**config.mk**
```make
export PLATFORM = sky130hd
export DESIGN_NAME = page_cam_locator
export DESIGN_NICKNAME = d
export VERILOG_FILES = /design/src/rtl/pcam_pkg.sv /design/src/rtl/pcam_match.sv /design/src/rtl/pcam_alloc.sv /design/src/rtl/pcam_index.sv /design/src/rtl/page_cam_locator.sv
export SDC_FILE = /design/constraint.sdc
export NUM_CORES = 1
export LEC_CHECK = 0
export BUFFER_PORTS_ARGS = -buffer_cell sky130_fd_sc_hd__buf_2
export CAP_MARGIN = 20
export CORE_ASPECT_RATIO = 2
export CORE_MARGIN = 2
export CORE_UTILIZATION = 30
export DETAILED_ROUTE_END_ITERATION = 12
export GPL_TIMING_DRIVEN = 0
export MAX_ROUTING_LAYER = met4
export PLACE_DENSITY = 0.51
export SYNTH_ARGS = -nofsm -noshare
export SYNTH_HDL_FRONTEND = slang
export SYNTH_SLANG_ARGS = --single-unit
export TNS_END_PERCENT = 30
```
**constraint.sdc**
```tcl
create_clock -name clk -period 5.7 [get_ports clk]
set_input_delay 0.285 -clock clk [delete_from_list [all_inputs] [get_ports clk]]
set_output_delay 0.285 -clock clk [all_outputs]
set_load 0.005 [all_outputs]
```
**src/rtl/pcam_pkg.sv**
```systemverilog
package pcam_pkg;

  // Kind of result held in the output register.
  typedef enum logic {
    OUT_HIT = 1'b0,
    OUT_FWD = 1'b1
  } pcam_out_kind_e;

  // Smallest monitoring unit is 2**7 bytes (32 words of 4 bytes).
  localparam int PCAM_MIN_UNIT_SHIFT = 7;

endpackage

```
**src/rtl/pcam_match.sv**
```systemverilog
module pcam_match #(
  parameter int SLOTS = 8,
  parameter int TAG_W = 20
) (
  input  logic             clk,
  input  logic             rst_n,
  input  logic [TAG_W-1:0] lk_tag,
  input  logic [TAG_W-1:0] al_tag,
  input  logic [TAG_W-1:0] rl_tag,
  input  logic [SLOTS-1:0] set_vec,
  input  logic [TAG_W-1:0] set_tag,
  input  logic [SLOTS-1:0] clr_vec,
  output logic [SLOTS-1:0] valid_vec,
  output logic [SLOTS-1:0] lk_hit_vec,
  output logic [SLOTS-1:0] al_hit_vec,
  output logic [SLOTS-1:0] rl_hit_vec
);

  logic [TAG_W-1:0] tags [SLOTS];

  for (genvar s = 0; s < SLOTS; s++) begin : g_slot
    always_ff @(posedge clk) begin
      if (!rst_n) begin
        valid_vec[s] <= 1'b0;
        tags[s]      <= '0;
      end else if (set_vec[s]) begin
        valid_vec[s] <= 1'b1;
        tags[s]      <= set_tag;
      end else if (clr_vec[s]) begin
        valid_vec[s] <= 1'b0;
      end
    end

    assign lk_hit_vec[s] = valid_vec[s] && (tags[s] == lk_tag);
    assign al_hit_vec[s] = valid_vec[s] && (tags[s] == al_tag);
    assign rl_hit_vec[s] = valid_vec[s] && (tags[s] == rl_tag);
  end

endmodule

```
**src/rtl/pcam_alloc.sv**
```systemverilog
module pcam_alloc #(
  parameter int SLOTS = 8,
  localparam int SLOT_W = $clog2(SLOTS)
) (
  input  logic [SLOTS-1:0]  valid_vec,
  input  logic [SLOTS-1:0]  al_hit_vec,
  output logic              free_any,
  output logic [SLOT_W-1:0] free_slot,
  output logic              dup_any,
  output logic [SLOT_W-1:0] dup_slot
);

  // Lowest free slot: scan from the top so the lowest index wins.
  always_comb begin
    free_any  = 1'b0;
    free_slot = '0;
    for (int s = SLOTS - 1; s >= 0; s--) begin
      if (!valid_vec[s]) begin
        free_any  = 1'b1;
        free_slot = SLOT_W'(s);
      end
    end
  end

  // Encode the slot already holding the requested page, if any.
  always_comb begin
    dup_any  = 1'b0;
    dup_slot = '0;
    for (int s = SLOTS - 1; s >= 0; s--) begin
      if (al_hit_vec[s]) begin
        dup_any  = 1'b1;
        dup_slot = SLOT_W'(s);
      end
    end
  end

endmodule

```
**src/rtl/pcam_index.sv**
```systemverilog
module pcam_index #(
  parameter int SLOTS      = 8,
  parameter int DEPTH      = 128,
  parameter int PAGE_SHIFT = 12,
  parameter int GRAN_W     = 3,
  localparam int SLOT_W    = $clog2(SLOTS),
  localparam int PART      = DEPTH / SLOTS,
  localparam int PART_W    = $clog2(PART),
  localparam int IDX_W     = SLOT_W + PART_W
) (
  input  logic [SLOT_W-1:0]     slot,
  input  logic [PAGE_SHIFT-1:0] offset,
  input  logic [GRAN_W-1:0]     gran,
  output logic [IDX_W-1:0]      index
);

  localparam int GRAN_MAX = PAGE_SHIFT - pcam_pkg::PCAM_MIN_UNIT_SHIFT;
  localparam int SH_W     = $clog2(PAGE_SHIFT + 1);

  logic [GRAN_W-1:0]     eff_gran;
  logic [SH_W-1:0]       shamt;
  logic [PAGE_SHIFT-1:0] unit_off;
  logic [PART_W-1:0]     part_off;

  always_comb begin
    eff_gran = (gran > GRAN_W'(GRAN_MAX)) ? GRAN_W'(GRAN_MAX) : gran;
    shamt    = SH_W'(pcam_pkg::PCAM_MIN_UNIT_SHIFT) + SH_W'(eff_gran);
    unit_off = offset >> shamt;
    if (unit_off > PAGE_SHIFT'(PART - 1)) begin
      part_off = PART_W'(PART - 1);
    end else begin
      part_off = unit_off[PART_W-1:0];
    end
    index = {slot, part_off};
  end

endmodule

```
**src/rtl/page_cam_locator.sv**
```systemverilog
module page_cam_locator #(
  parameter int ADDR_W      = 32,
  parameter int CORE_W      = 4,
  parameter int PAGE_SHIFT  = 12,
  parameter int CAM_SLOTS   = 8,
  parameter int TABLE_DEPTH = 128,
  parameter int GRAN_W      = 3,
  localparam int TAG_W      = ADDR_W - PAGE_SHIFT,
  localparam int SLOT_W     = $clog2(CAM_SLOTS),
  localparam int IDX_W      = $clog2(TABLE_DEPTH)
) (
  input  logic              clk,
  input  logic              rst_n,
  input  logic [GRAN_W-1:0] gran_sel,
  input  logic              req_valid,
  output logic              req_ready,
  input  logic [ADDR_W-1:0] req_addr,
  input  logic [CORE_W-1:0] req_core,
  input  logic              req_write,
  output logic              res_valid,
  input  logic              res_ready,
  output logic [IDX_W-1:0]  res_index,
  output logic [CORE_W-1:0] res_core,
  output logic              res_write,
  output logic              fwd_valid,
  input  logic              fwd_ready,
  output logic [ADDR_W-1:0] fwd_addr,
  output logic [CORE_W-1:0] fwd_core,
  output logic              fwd_write,
  input  logic              alloc_en,
  input  logic [TAG_W-1:0]  alloc_page,
  input  logic              rel_en,
  input  logic [TAG_W-1:0]  rel_page,
  output logic              alloc_done,
  output logic [SLOT_W-1:0] alloc_slot,
  output logic              alloc_full
);

  import pcam_pkg::*;

  logic [CAM_SLOTS-1:0] valid_vec, lk_hit_vec, al_hit_vec, rl_hit_vec;
  logic [CAM_SLOTS-1:0] set_vec, clr_vec;
  logic                 free_any, dup_any, lk_hit;
  logic [SLOT_W-1:0]    free_slot, dup_slot, lk_slot;
  logic [IDX_W-1:0]     lk_index;

  // Output register
  logic                 out_valid;
  pcam_out_kind_e       out_kind;
  logic [IDX_W-1:0]     out_index;
  logic [ADDR_W-1:0]    out_addr;
  logic [CORE_W-1:0]    out_core;
  logic                 out_write;
  logic                 out_ready;
  logic                 req_fire;

  pcam_match #(.SLOTS(CAM_SLOTS), .TAG_W(TAG_W)) u_match (
    .clk        (clk),
    .rst_n      (rst_n),
    .lk_tag     (req_addr[ADDR_W-1:PAGE_SHIFT]),
    .al_tag     (alloc_page),
    .rl_tag     (rel_page),
    .set_vec    (set_vec),
    .set_tag    (alloc_page),
    .clr_vec    (clr_vec),
    .valid_vec  (valid_vec),
    .lk_hit_vec (lk_hit_vec),
    .al_hit_vec (al_hit_vec),
    .rl_hit_vec (rl_hit_vec)
  );

  pcam_alloc #(.SLOTS(CAM_SLOTS)) u_alloc (
    .valid_vec  (valid_vec),
    .al_hit_vec (al_hit_vec),
    .free_any   (free_any),
    .free_slot  (free_slot),
    .dup_any    (dup_any),
    .dup_slot   (dup_slot)
  );

  pcam_index #(
    .SLOTS      (CAM_SLOTS),
    .DEPTH      (TABLE_DEPTH),
    .PAGE_SHIFT (PAGE_SHIFT),
    .GRAN_W     (GRAN_W)
  ) u_index (
    .slot   (lk_slot),
    .offset (req_addr[PAGE_SHIFT-1:0]),
    .gran   (gran_sel),
    .index  (lk_index)
  );

  // Encode the lookup hit slot.
  always_comb begin
    lk_hit  = 1'b0;
    lk_slot = '0;
    for (int s = CAM_SLOTS - 1; s >= 0; s--) begin
      if (lk_hit_vec[s]) begin
        lk_hit  = 1'b1;
        lk_slot = SLOT_W'(s);
      end
    end
  end

  // CAM update: set and clear act on disjoint slots (free vs resident).
  always_comb begin
    set_vec = '0;
    if (alloc_en && !dup_any && free_any) begin
      set_vec[free_slot] = 1'b1;
    end
    clr_vec = rel_en ? rl_hit_vec : '0;
  end

  // Request stream into the single output register.
  assign out_ready = (out_kind == OUT_FWD) ? fwd_ready : res_ready;
  assign req_ready = !out_valid || out_ready;
  assign req_fire  = req_valid && req_ready;

  always_ff @(posedge clk) begin
    if (!rst_n) begin
      out_valid <= 1'b0;
      out_kind  <= OUT_HIT;
      out_index <= '0;
      out_addr  <= '0;
      out_core  <= '0;
      out_write <= 1'b0;
    end else if (req_fire) begin
      out_valid <= 1'b1;
      out_kind  <= lk_hit ? OUT_HIT : OUT_FWD;
      out_index <= lk_index;
      out_addr  <= req_addr;
      out_core  <= req_core;
      out_write <= req_write;
    end else if (out_valid && out_ready) begin
      out_valid <= 1'b0;
    end
  end

  assign res_valid = out_valid && (out_kind == OUT_HIT);
  assign res_index = out_index;
  assign res_core  = out_core;
  assign res_write = out_write;
  assign fwd_valid = out_valid && (out_kind == OUT_FWD);
  assign fwd_addr  = out_addr;
  assign fwd_core  = out_core;
  assign fwd_write = out_write;

  // Allocation outcome, registered.
  always_ff @(posedge clk) begin
    if (!rst_n) begin
      alloc_done <= 1'b0;
      alloc_full <= 1'b0;
      alloc_slot <= '0;
    end else begin
      alloc_done <= alloc_en && (dup_any || free_any);
      alloc_full <= alloc_en && !dup_any && !free_any;
      if (alloc_en) begin
        alloc_slot <= dup_any ? dup_slot : free_slot;
      end
    end
  end

endmodule

```
==> qor.yml <==
floorplan:
  num_rows: 114
  initial_utilization_pct: 30.36
  coreArea_um2: 48210
  dieArea_um2: 50690
  ioPinCount: 144
  die_y_um: 316.4
  dieWidth_um: 160.2
setup_path:
  crit_path_start_kind: "flip-flop"
  end_kind: "flip-flop"
  crit_type: "flip-flop to flip-flop"
  worstPathMaxFanout: 20
  cp.arrival_ns: 4.10
  worstPathRequired_ns: 5.91
global_route:
  grt_overflow: 0
  grt_max_degree: 21
  grt_pass1_vias: 12530
  grt.total_usage_pct: 29.46
  antenna_found_initial: 4
  grt_pass1_wl_mm: 98.70
route:
  vias_per_cell: 5.500
  dr_total_vias: 12310
  drtIter0Drc: 1163
  wl_per_cell_um: 32.58
  wirelength_mm: 72.91
  ant_nets: 0
  remaining_drc_errors: 0
  drt_first_pass_iters: 5
pwr:
  p_leak_nw: 5.749
  finalPower_w: 0.004251
  powerDensity_nw_per_um2: 244.7
  irDropWorstVdd_uv: 189.4
synth:
  synth_common_cells: "317 x xnor2_1, 163 x xor2_1, 160 x edfxtp_1, 93 x nand2_1, 90 x nor3_2"
  syn_area_um2: 14640
  synth_top_area_share_pct: 32.82
  ys_ff_latch: 219
  synth_edf_count: 160
  async_reset_ff_share_pct: 0
  syn_area_per_cell_um2: 10.29
  yosys_warnings: 0
  synth_area_leader_cell: "edfxtp_1"
  synth.yosys.seq_area_share_pct: 40.89
  netlist_instances: 1423
  synth_cell_types: 48
  syn_nets: 1510
  ys.flop_type: "edfxtp_1"
  yosysMostFrequentCell: "xnor2_1"
  yosys-top-cells-area: "edfxtp_1 33%, xnor2_1 19%, xor2_1 9.8%"
job:
  cap_violations: 0
sta:
  finClkSkew_ns: 0.01543
  tns_ns: 0
  finalHoldViolCount: 0
  max_freq_mhz: 257.4
  rsz0062_at_grt: "no"
  final-max-slew-violation-count: 0
  whs_ns: 0.01296
  post-route-min-period_ns: 3.886
  min_period_over_period_pct: 68.17
  final-setup-viol-count: 0
  tightest_slew_ns: 1.269
  relSlewSlack_pct: 15.40
clock_network:
  cts_tree: "done"
  cts_setup_buffers: 0
  clk_pin_slew_ns: 0.07
  cts_buffers: 22
  cts.repair.resized: 0
  clockBufferDepth: 3
  clock_latency_ns: 0.57
  cts_root_buffer: "clkbuf_16"
  htreeDepth: 1
  cts.sinks: 219
status:
  status: "finished, final reports clean"
placement:
  port_buffers: 80
  gp_congestion: 0.9742
  hpwl_mm: 55.22
cells_and_area:
  drive_gt1_share_pct: 18.55
  nets: 1667
  final_core_util_pct: 36.04
  synthToLayoutAreaGrowth_pct: 18.70
hold_path:
  min_path_type: "input port to flip-flop"
[cell usage in the layout, fill, tap and decap left out, types with 14 or more instances in the layout]
master         netlist  final
nor3_2              90     90
clkbuf_1            79     85
dfxtp_1             59     59
inv_1               25     27
buf_8                9     40
xnor2_1            317    317
buf_2                9     90
o21ai_0             22     17
clkbuf_16            0     24
nor4_1              58     58
xor2_1             163    163
dlygate4sd3_1        0     14
edfxtp_1           160    160
buf_6               15     17
nand3_1             30     30
nor3_1              82     82
nand4_1             81     81
nand2_1             93     93
a21boi_0            40     40
[state kept, by name (all words and copies together), names as in the netlist]
| name | flops |
|---|---|
| u_match.tags | 160 |
| fwd_addr | 32 |
| u_match.valid_vec | 8 |
| res_index | 7 |
| fwd_core | 4 |
| alloc_slot | 3 |
| alloc_done | 1 |
| alloc_full | 1 |
| fwd_write | 1 |
| out_kind | 1 |
| out_valid | 1 |
[power breakdown]
part           switching [W]  internal, W  total (W)  leakage [nW]
sequential         0.0000945      0.00178    0.00188          2.15
clock               0.000694     0.000814    0.00151         0.348
combinational       0.000544     0.000323   0.000867          3.25
total                0.00133      0.00292    0.00425          5.75
[through the flow]
stage	area, µm²	instances	setup WS [ns]
floorplan	14640	1423	1.698
global placement	15840	2141	0.4211
detailed placement	16510	2178	1.809
CTS	17350	2232	1.868
global route	17380	2238	1.752
finish	17380	2238	1.814
[cell families (layout without fill, tap and decap cells)]
group | after synthesis | in the layout | share of synthesized area (%)
xor+xnor | 480 | 480 | 28.72
simple gates | 479 | 479 | 20.28
flops | 219 | 219 | 40.89
buf+inv | 151 | 324 | 5.743
compound gates | 92 | 92 | 4.231
mux | 2 | 2 | 0.1368
other cells | 0 | 4 | 0
[final cells by class]
| class | count | area, µm² |
|---|---|---|
| antenna | 4 | 10.01 |
| timing repair buffer | 133 | 1171 |
| clock buffer | 31 | 626.9 |
| multi-input combinational | 1053 | 7873 |
| clock inverter | 9 | 70.07 |
| sequential | 219 | 5986 |
| buffer | 126 | 748.2 |
| inverter | 25 | 93.84 |
| tap | 638 | 798.3 |
| fill | 4930 | 30830 |
[critical path: stages (launching register included)]
cell	delay, ns
edfxtp_1	0.45
xor2_1	0.22
nor4_1	0.35
nand4_1	0.15
nor4_1	0.89
or4b_1	0.24
clkbuf_1	0.28
or3_1	0.15
buf_2	0.39
o21ai_2	0.40
[path summary, 6_finish.rpt]
kind / startpoint / to / slack, ns / cells past startpoint
worst max-delay path: u_match.tags[0][3] / u_match.tags[1][36] / 1.81 / 9
worst min-delay path: req_addr[10] / fwd_addr[10] / 0.01 / 3
worst max register to register: u_match.tags[0][3] / u_match.tags[1][36] / 1.81 / 9
worst min register to register: fwd_addr[5] / fwd_addr[5] / 0.46 / 2
[metal layers]
layer,global-route usage [%],vias to the layer above,wire (µm)
met3,5.834,304,5185
met5,-,-,0
met1,28.00,6027,23920
met2,50.43,705,35560
met4,26.43,0,8253
li1,-,5274,-
[timing repair]
action                                  4_1_cts  5_1_grt
endpoints found under the setup margin        0        0
hold buffers                                 14        0
endpoints found under the hold margin        14        0
No activity file was read; power rests on OpenSTA's default activity.
